### config.mk
export PLATFORM = sky130hd
export DESIGN_NAME = meas_sequencer
export DESIGN_NICKNAME = d
export VERILOG_FILES = /design/src/rtl/meas_seq_pkg.sv /design/src/rtl/meas_seq_ctrl.sv /design/src/rtl/meas_seq_datapath.sv /design/src/rtl/meas_sequencer.sv
export SDC_FILE = /design/constraint.sdc
export NUM_CORES = 1
export LEC_CHECK = 0
export CAP_MARGIN = 5
export CORE_UTILIZATION = 40
export CTS_CLUSTER_DIAMETER = 60
export DETAILED_ROUTE_END_ITERATION = 7
export PLACE_DENSITY_LB_ADDON = 0.08
export SLEW_MARGIN = 15
export SYNTH_ARGS = -nofsm -noshare
export SYNTH_HDL_FRONTEND = slang
export SYNTH_SLANG_ARGS = --single-unit
### constraint.sdc
create_clock -name clk -period 4.1 [get_ports clk]
set_clock_uncertainty 0.2 [all_clocks]
set_input_delay 0.615 -clock clk [delete_from_list [all_inputs] [get_ports clk]]
set_output_delay 0.615 -clock clk [all_outputs]
set_load 0.05 [all_outputs]
### src/rtl/meas_seq_pkg.sv
package meas_seq_pkg;
  typedef enum logic [1:0] {
    ST_IDLE,
    ST_SETTLE,
    ST_START,
    ST_WAIT
  } seqState_t;

  typedef struct packed {
    logic capture;
    logic abort;
  } seqStrobe_t;

  localparam logic [1:0] ADDR_PERIOD  = 2'd0;
  localparam logic [1:0] ADDR_SETTLE  = 2'd1;
  localparam logic [1:0] ADDR_TIMEOUT = 2'd2;
  localparam logic [1:0] ADDR_CTRL    = 2'd3;
endpackage

### src/rtl/meas_seq_ctrl.sv
module meas_seq_ctrl
  import meas_seq_pkg::*;
#(
  parameter int CNT_W = 16
) (
  input  logic             clk,
  input  logic             rstN,
  input  logic             periodTick,
  input  logic [CNT_W-1:0] settleCfg,
  input  logic [CNT_W-1:0] timeoutCfg,
  input  logic             adcDone,
  output seqStrobe_t       strobe,
  output logic             sensorPwr,
  output logic             adcStart
);
  localparam logic [CNT_W-1:0] ONE = CNT_W'(1);

  seqState_t        state;
  logic [CNT_W-1:0] cnt;

  always_ff @(posedge clk or negedge rstN) begin
    if (!rstN) begin
      state <= ST_IDLE;
      cnt   <= '0;
    end else begin
      case (state)
        ST_IDLE: begin
          if (periodTick) begin
            if (settleCfg == '0) begin
              state <= ST_START;
            end else begin
              state <= ST_SETTLE;
              cnt   <= settleCfg - ONE;
            end
          end
        end
        ST_SETTLE: begin
          if (cnt == '0) state <= ST_START;
          else           cnt   <= cnt - ONE;
        end
        ST_START: begin
          state <= ST_WAIT;
          cnt   <= timeoutCfg;
        end
        ST_WAIT: begin
          if (adcDone || cnt == '0) state <= ST_IDLE;
          else                      cnt   <= cnt - ONE;
        end
        default: state <= ST_IDLE;
      endcase
    end
  end

  always_comb begin
    strobe.capture = (state == ST_WAIT) && adcDone;
    strobe.abort   = (state == ST_WAIT) && !adcDone && (cnt == '0);
    sensorPwr      = (state != ST_IDLE);
    adcStart       = (state == ST_START);
  end

  // start is one cycle wide and the sensor stays powered across it
  a_r3_start_pulse: assert property (@(posedge clk) disable iff (!rstN)
    adcStart |=> (!adcStart && sensorPwr));

  // power drops right after a capture
  a_r4_pwr_off_after_capture: assert property (@(posedge clk) disable iff (!rstN)
    strobe.capture |=> !sensorPwr);

  // power drops right after an abort
  a_r8_pwr_off_after_abort: assert property (@(posedge clk) disable iff (!rstN)
    strobe.abort |=> !sensorPwr);

  // a tick during a running measurement does not bring back a start
  a_r9_no_restart: assert property (@(posedge clk) disable iff (!rstN)
    (periodTick && state == ST_WAIT && !adcDone && cnt != '0) |=> !adcStart);
endmodule

### src/rtl/meas_seq_datapath.sv
module meas_seq_datapath
  import meas_seq_pkg::*;
#(
  parameter int CNT_W  = 16,
  parameter int DATA_W = 12
) (
  input  logic              clk,
  input  logic              rstN,
  input  logic              cfgWe,
  input  logic [1:0]        cfgAddr,
  input  logic [CNT_W-1:0]  cfgWdata,
  input  seqStrobe_t        strobe,
  input  logic [DATA_W-1:0] adcData,
  output logic              periodTick,
  output logic [CNT_W-1:0]  settleCfg,
  output logic [CNT_W-1:0]  timeoutCfg,
  output logic              irq,
  output logic              errFlag,
  output logic [DATA_W-1:0] sampleOut
);
  logic [CNT_W-1:0] periodCfg;
  logic [CNT_W-1:0] periodCnt;
  logic [CNT_W:0]   nextCnt;
  logic             enable;
  logic             haveSample;
  logic             ctrlWrite;
  logic             clrIrq;
  logic             clrErr;
  logic             changed;

  always_comb begin
    ctrlWrite  = cfgWe && (cfgAddr == ADDR_CTRL);
    clrIrq     = ctrlWrite && cfgWdata[1];
    clrErr     = ctrlWrite && cfgWdata[2];
    nextCnt    = {1'b0, periodCnt} + {{CNT_W{1'b0}}, 1'b1};
    periodTick = enable && (nextCnt >= {1'b0, periodCfg});
    changed    = !haveSample || (adcData != sampleOut);
  end

  // configuration registers
  always_ff @(posedge clk or negedge rstN) begin
    if (!rstN) begin
      periodCfg  <= '0;
      settleCfg  <= '0;
      timeoutCfg <= '0;
      enable     <= 1'b0;
    end else if (cfgWe) begin
      case (cfgAddr)
        ADDR_PERIOD:  periodCfg  <= cfgWdata;
        ADDR_SETTLE:  settleCfg  <= cfgWdata;
        ADDR_TIMEOUT: timeoutCfg <= cfgWdata;
        default:      enable     <= cfgWdata[0];
      endcase
    end
  end

  // period timer
  always_ff @(posedge clk or negedge rstN) begin
    if (!rstN)                    periodCnt <= '0;
    else if (!enable || periodTick) periodCnt <= '0;
    else                          periodCnt <= nextCnt[CNT_W-1:0];
  end

  // sample store and change filter
  always_ff @(posedge clk or negedge rstN) begin
    if (!rstN) begin
      sampleOut  <= '0;
      haveSample <= 1'b0;
    end else if (strobe.capture) begin
      sampleOut  <= adcData;
      haveSample <= 1'b1;
    end
  end

  // sticky flags: a new event wins over a same-cycle clear
  always_ff @(posedge clk or negedge rstN) begin
    if (!rstN) begin
      irq     <= 1'b0;
      errFlag <= 1'b0;
    end else begin
      if (strobe.capture && changed) irq <= 1'b1;
      else if (clrIrq)               irq <= 1'b0;
      if (strobe.abort)              errFlag <= 1'b1;
      else if (clrErr)               errFlag <= 1'b0;
    end
  end

  a_r6_first_sample_irq: assert property (@(posedge clk) disable iff (!rstN)
    (strobe.capture && !haveSample) |=> irq);

  a_r5_sample_follows: assert property (@(posedge clk) disable iff (!rstN)
    strobe.capture |=> (sampleOut == $past(adcData)));

  a_r5_same_value_quiet: assert property (@(posedge clk) disable iff (!rstN)
    (strobe.capture && haveSample && adcData == sampleOut && !irq) |=> !irq);

  a_r7_irq_sticky: assert property (@(posedge clk) disable iff (!rstN)
    (irq && !clrIrq) |=> irq);

  a_r8_err_sticky: assert property (@(posedge clk) disable iff (!rstN)
    (errFlag && !clrErr) |=> errFlag);

  a_r8_abort_sets_err: assert property (@(posedge clk) disable iff (!rstN)
    strobe.abort |=> (errFlag && $stable(sampleOut)));

  a_r1_no_tick_disabled: assert property (@(posedge clk) disable iff (!rstN)
    !enable |-> !periodTick);
endmodule

### src/rtl/meas_sequencer.sv
module meas_sequencer
  import meas_seq_pkg::*;
#(
  parameter int CNT_W  = 16,
  parameter int DATA_W = 12
) (
  input  logic              clk,
  input  logic              rstN,
  input  logic              cfgWe,
  input  logic [1:0]        cfgAddr,
  input  logic [CNT_W-1:0]  cfgWdata,
  input  logic              adcDone,
  input  logic [DATA_W-1:0] adcData,
  output logic              sensorPwr,
  output logic              adcStart,
  output logic              irq,
  output logic              errFlag,
  output logic [DATA_W-1:0] sampleOut
);
  seqStrobe_t       strobe;
  logic             periodTick;
  logic [CNT_W-1:0] settleCfg;
  logic [CNT_W-1:0] timeoutCfg;

  meas_seq_ctrl #(.CNT_W(CNT_W)) u_ctrl (
    .clk        (clk),
    .rstN       (rstN),
    .periodTick (periodTick),
    .settleCfg  (settleCfg),
    .timeoutCfg (timeoutCfg),
    .adcDone    (adcDone),
    .strobe     (strobe),
    .sensorPwr  (sensorPwr),
    .adcStart   (adcStart)
  );

  meas_seq_datapath #(.CNT_W(CNT_W), .DATA_W(DATA_W)) u_dp (
    .clk        (clk),
    .rstN       (rstN),
    .cfgWe      (cfgWe),
    .cfgAddr    (cfgAddr),
    .cfgWdata   (cfgWdata),
    .strobe     (strobe),
    .adcData    (adcData),
    .periodTick (periodTick),
    .settleCfg  (settleCfg),
    .timeoutCfg (timeoutCfg),
    .irq        (irq),
    .errFlag    (errFlag),
    .sampleOut  (sampleOut)
  );
endmodule

Word level (Yosys, flattened, before mapping)
Index checks and enable logic that the tools add are counted.
Widths: inputs -> output; s select.
{"block": "word_totals", "ff_bits": 98, "latchBits": 0, "ramBits": 0, "romBits": 0, "input_bits": 34, "out_inout_bits": 16, "wordCells": 72, "n_memories": 0}
{"block": "classes", "add_sub_neg": 3, "mul": 0, "div": 0, "order_cmp": 1, "n_eq_ne": 13, "n_shift": 0, "n_mux": 15, "bitwise": 1, "reduce_logical": 28}
{"cell": "$mux 16", "count": 5}
{"cell": "$pmux 16 s4", "count": 1}
{"cell": "$logic_not 16->1", "count": 2}
{"cell": "$sub 16x1->16 const B", "count": 2}
{"cell": "$add 16x1->17 const B", "count": 1}
{"cell": "$ge 17x16->1", "count": 1}
{"cell": "$ne 12x12->1", "count": 1}
{"cell": "$eq 2x2->1 const B", "count": 4}
{"cell": "$logic_and 1x1->1", "count": 8}
{"cell": "$mux 2", "count": 4}
{"cell": "$pmux 2 s4", "count": 1}
{"cell": "$reduce_and 2->1", "count": 4}
{"cell": "$ne 2x1->1 const B", "count": 3}
{"cell": "$ne 2x2->1 const B", "count": 3}
{"cell": "$reduce_bool 2->1", "count": 3}
{"cell": "$eq 2x1->1 const B", "count": 2}
{"cell": "$logic_not 2->1", "count": 2}
{"cell": "$mux 1", "count": 4}
{"cell": "$reduce_and 4->1", "count": 1}
{"cell": "$logic_not 1->1", "count": 3}
{"cell": "$logic_or 1x1->1", "count": 3}
{"cell": "$reduce_and 3->1", "count": 1}
{"cell": "$reduce_or 3->1", "count": 1}
{"cell": "$not 1->1", "count": 1}

Longest topological paths before layout
{"block": "depth", "depth_word": 5, "depth_mapped": 14, "ltp_nobuf": 13}

By module
From an unflattened synthesis, not the netlist that was laid out.
{"block": "unflattened", "cells_unflattened": 490, "area_unflattened_um2": 5302.6}
{"module": "meas_seq_datapath", "instances": 1, "cells_per_inst": 303, "area_per_inst_um2": 3749.8, "seq_area_each_um2": 2001.9}
{"module": "meas_seq_ctrl", "instances": 1, "cells_per_inst": 187, "area_per_inst_um2": 1552.7, "seq_area_each_um2": 450.4}

Worst setup path before layout
Ideal clock, no wire load.
{"block": "synth_timing", "path_kind": "flip-flop to flip-flop", "start": "register u_dp.periodCnt[0]", "end": "register u_ctrl.cnt[10]", "setup_ns": 0.125, "arrival_ns": 2.977, "required_ns": 3.775, "setup_slack_ns": 0.798, "path_stages_with_launch": 15, "path_buffers": 1, "synth_period_minus_slack_ns": 3.302, "path_cell_list": "dfrtp_1 > ha_1 > nand2_1 > nor2_1 > nand2_1 > nor2_1 > xor2_1 > ha_1 > nand3_1 > nor3_1 > a221oi_1 > and3_2 > a211oi_4 > buf_12 > mux2_4"}
{"block": "synth_between", "elab_chain_len": 5}
{"element": "from (decl)", "line": "meas_seq_datapath.sv:22", "rtl": "logic [CNT_W-1:0] periodCnt;"}
{"element": "from (signal assigned)", "line": "meas_seq_datapath.sv:61", "rtl": "else periodCnt <= nextCnt[CNT_W-1:0];"}
{"element": "$add 16x1->17", "line": "meas_seq_datapath.sv:35", "rtl": "nextCnt = {1'b0, periodCnt} + {{CNT_W{1'b0}}, 1'b1};"}
{"element": "$ge 17x16->1", "line": "meas_seq_datapath.sv:36", "rtl": "periodTick = enable && (nextCnt >= {1'b0, periodCfg});"}
{"element": "$logic_and 1x1->1", "line": "meas_seq_datapath.sv:36"}
{"element": "$ne 2x1->1 (no source line)"}
{"element": "$reduce_and 4->1 (no source line)"}
{"element": "to (signal assigned)", "line": "meas_seq_ctrl.sv:39", "rtl": "else cnt <= cnt - ONE;"}
{"element": "to (signal assigned)", "line": "meas_seq_ctrl.sv:43", "rtl": "cnt <= timeoutCfg;"}
{"element": "to (signal assigned)", "line": "meas_seq_ctrl.sv:47", "rtl": "else cnt <= cnt - ONE;"}
{"element": "to (decl)", "line": "meas_seq_ctrl.sv:19", "rtl": "logic [CNT_W-1:0] cnt;"}
Every way passes these cells.
A chain may end at the register's enable or synchronous reset.

Final worst setup path
{"block": "layout_timing", "start": "register u_dp.periodCnt[0]", "end": "register u_ctrl.cnt[2]"}
Same word-level chain as after synthesis.

==> out/metrics.cfg <==
[cts]
hold_buffers = 0
clkSinkCount = 98
cts_resized = 0
cts_setup_buffers = 0
clock_path_buffers = 2
h-tree-depth = 3
cts_tree = yes
clk_latency_ns = 0.35
clk_pin_slew_ns = 0.07
root_buffer = clkbuf_16
numCtsBuffers = 9

[pwr]
pwr_density_cell_nw_per_um2 = 652
power.clock.fraction_pct = 20.4
pwr-share-seq_pct = 35.7
internal_power_uw = 2570
total_power_uw = 4180
ir_drop_v = 0.000214
p_leak_uw = 0.00278
combPwrFrac_pct = 43.9
power.switching_uw = 1610
swShare_pct = 38.5

[detailed_routing]
dr.first_iter.drc_count = 288
detail_route.first_pass.iterations = 4
via_per_inst = 5.21
drt-total-wl_mm = 12.2
wl_per_cell_um = 16.8
drtAntennaViolNets = 0
drc = 0
vias = 3780

[global_routing]
grt_pass1_vias = 3890
grt_max_degree = 78
grt_overflow = 0
grt_usage_pct = 19.1
antenna_found_initial = 0
grt_pass1_wl_mm = 20.8

[synth]
ys_seq_area_share_pct = 45.3
netlist_instances = 491
ys_dominant_reg_cell = dfrtp_1
yosysTopAreaCell = dfrtp_1
synth_area_um2 = 5420
synth.distinct_cells = 56
netlist.area_leader.share_pct = 45.3
synth_edf_count = 0
synth.area.top_cells = dfrtp_1 (45%), mux2_2 (11%), ha_1 (5.3%)
async_reset_ff_share_pct = 100
avgSynthCellArea_um2 = 11.0
ys_seq_elements = 98
syn-num-nets = 548
ys_warn_count = 0

[setup_path]
crit_path_end_kind = flop
path_max_fanout = 16
startpoint = u_dp.periodCnt[0]$_DFF_PN0_
crit_path_start_kind = flop
worst_ep_arrival_time_ns = 3.78
max_stage_delay_ns = 0.42
r2r_start = u_dp.periodCnt[0]$_DFF_PN0_
path_cells = ha_1 > nand2_1 > nor2_1 > nand2_1 > nor2_1 > xor2_1 > ha_1 > nand3_1 > nor3_1 > a221oi_1 > and3_2 > a211oi_4 > buf_4 > mux2_2
crit_family = simple AND/OR/NAND/NOR gates
worstPathRequired_ns = 4.13
critical_path.slowest_cell = dfrtp_1
critical_path_buf_inv_count = 1
critPathKind = reg2reg

[cells_and_area]
layout_common_cells = dfrtp_1 (98), mux2_2 (55), clkdlybuf4s50_1 (48), nand2_1 (40), o21ai_0 (29)
layout.cells.non_filler = 726
final_common_cell = dfrtp_1
fin_area_um2 = 6400
n_fill_cell = 1248
syn_to_final_growth_pct = 18.3
drive_gt1_share_pct = 19.3
num-nets-final = 602
diodes = 0

[placement]
place_congestion = 0.817
dpl.cell_count = 710
dpl.hpwl_mm = 8.68
place_area_um2 = 6110
pre_cts_slack_ns = 0.370
numPortBuffers = 49

[floorplanning]
initial_core_util_pct = 40.9
core_area_um2 = 13200
fp.dieH_um = 118
die-area_um2 = 14000
row_count = 42
die_x_um = 118
ios = 50

[sta]
rsz0062_at_grt = false
fmax_ghz = 0.266
worst_slew_pin_slew_ns = 1.01
drv_slew = 0
finalWorstPathRequiredPeriod_ns = 3.75
finalSetupTns_ns = 0
fin_crit_sh_pct = 91.5
hold_viol = 0
fin_ws_ns = 0.347
maxSlewHeadroom_pct = 32.4
setup_viol = 0

[outcome]
status = completed

[hold_path]
holdCritPathClass = in2async

[run]
cap_viol_max_count = 0

[power by group through the flow]
| stage | clock (uW) | sequential [uW] | combinational [uW] |
|---|---|---|---|
| 6_report | 854 | 1490 | 1830 |
| 5_1_grt | 920 | 1530 | 2000 |
| 4_1_cts | 880 | 1490 | 1850 |
| 3_5_place_dp | 0 | 1510 | 1840 |
| 3_3_place_gp | 0 | 1490 | 1810 |
| 2_1_floorplan | 0 | 1660 | 1210 |
[Yosys cell counts, types with 2 or more instances]
library cell,n
dfrtp_1,98
mux2_2,55
nand2_1,40
o21ai_0,29
xor2_1,27
inv_1,25
ha_1,23
xnor2_1,18
nor2_1,16
nor2b_1,15
nor3_1,15
nand3_1,13
mux2i_1,11
nand4_1,10
a21oi_1,9
mux2_4,9
clkbuf_1,8
nor4_1,7
and3_1,4
nand2b_1,4
nand3b_1,4
a21o_1,3
a221oi_1,3
buf_2,3
nor3b_1,3
or3_1,3
a222oi_1,2
a22o_1,2
nor3_2,2
nor4_2,2
o21a_1,2
o31ai_1,2
[state kept, by name, indices dropped and copies added, names as in the netlist, 2 cells and up]
name / flops
u_dp.timeoutCfg: 16
u_dp.sampleOut: 12
u_ctrl.state: 2
u_dp.settleCfg: 16
u_ctrl.cnt: 16
u_dp.periodCnt: 16
u_dp.periodCfg: 16
[routing by layer]
layer / GRT usage [%] / wire, um
met5: 0 / 0
met4: 7.85 / 236
met3: 2.94 / 467
met2: 28.6 / 5350
met1: 27.5 / 6170
[stage by stage]
| step | util (%) | hold slack [ns] |
|---|---|---|
| floorplan | - | 0.119 |
| global placement | 46.1 | 0.254 |
| detailed placement | 46.1 | 0.264 |
| CTS | 48.4 | 0.280 |
| global route | 48.4 | 0.293 |
| finish | 48.4 | 0.228 |
[kinds of logic after synthesis]
family | after synthesis | share of synthesized area [%]
AND/OR/NAND/NOR | 147 | 14.8
flip-flops | 98 | 45.3
multiplexers | 76 | 16.4
AO/OA/AOI/OAI | 61 | 7.49
XOR/XNOR | 45 | 7.28
buffers and inverters | 41 | 3.44
adder cells (fa/ha/maj) | 23 | 5.31
[path summary, 6_finish.rpt]
kind,end,slack (ns),cells past startpoint
max,u_ctrl.cnt[2]$_DFFE_PN0P_,0.35,14
min,u_dp.settleCfg[3]$_DFFE_PN0P_,0.23,1
max reg2reg,u_ctrl.cnt[2]$_DFFE_PN0P_,0.35,14
min reg2reg,u_dp.haveSample$_DFFE_PN0P_,0.27,1
max in group asynchronous,u_ctrl.cnt[13]$_DFFE_PN0P_,2.58,2
min in group clk,u_dp.haveSample$_DFFE_PN0P_,0.27,1
[layout make-up]
cell class,instances,area [um^2],area share (%)
sequential,98,2450,38.3
tap,176,220,3.44
timing repair buffer,58,556,8.68
clock buffer,10,229,3.58
clock inverter,6,67.6,1.06
multi-input combinational,352,2780,43.4
inverter,26,97.6,1.52
(Power assumes the default switching activity.)
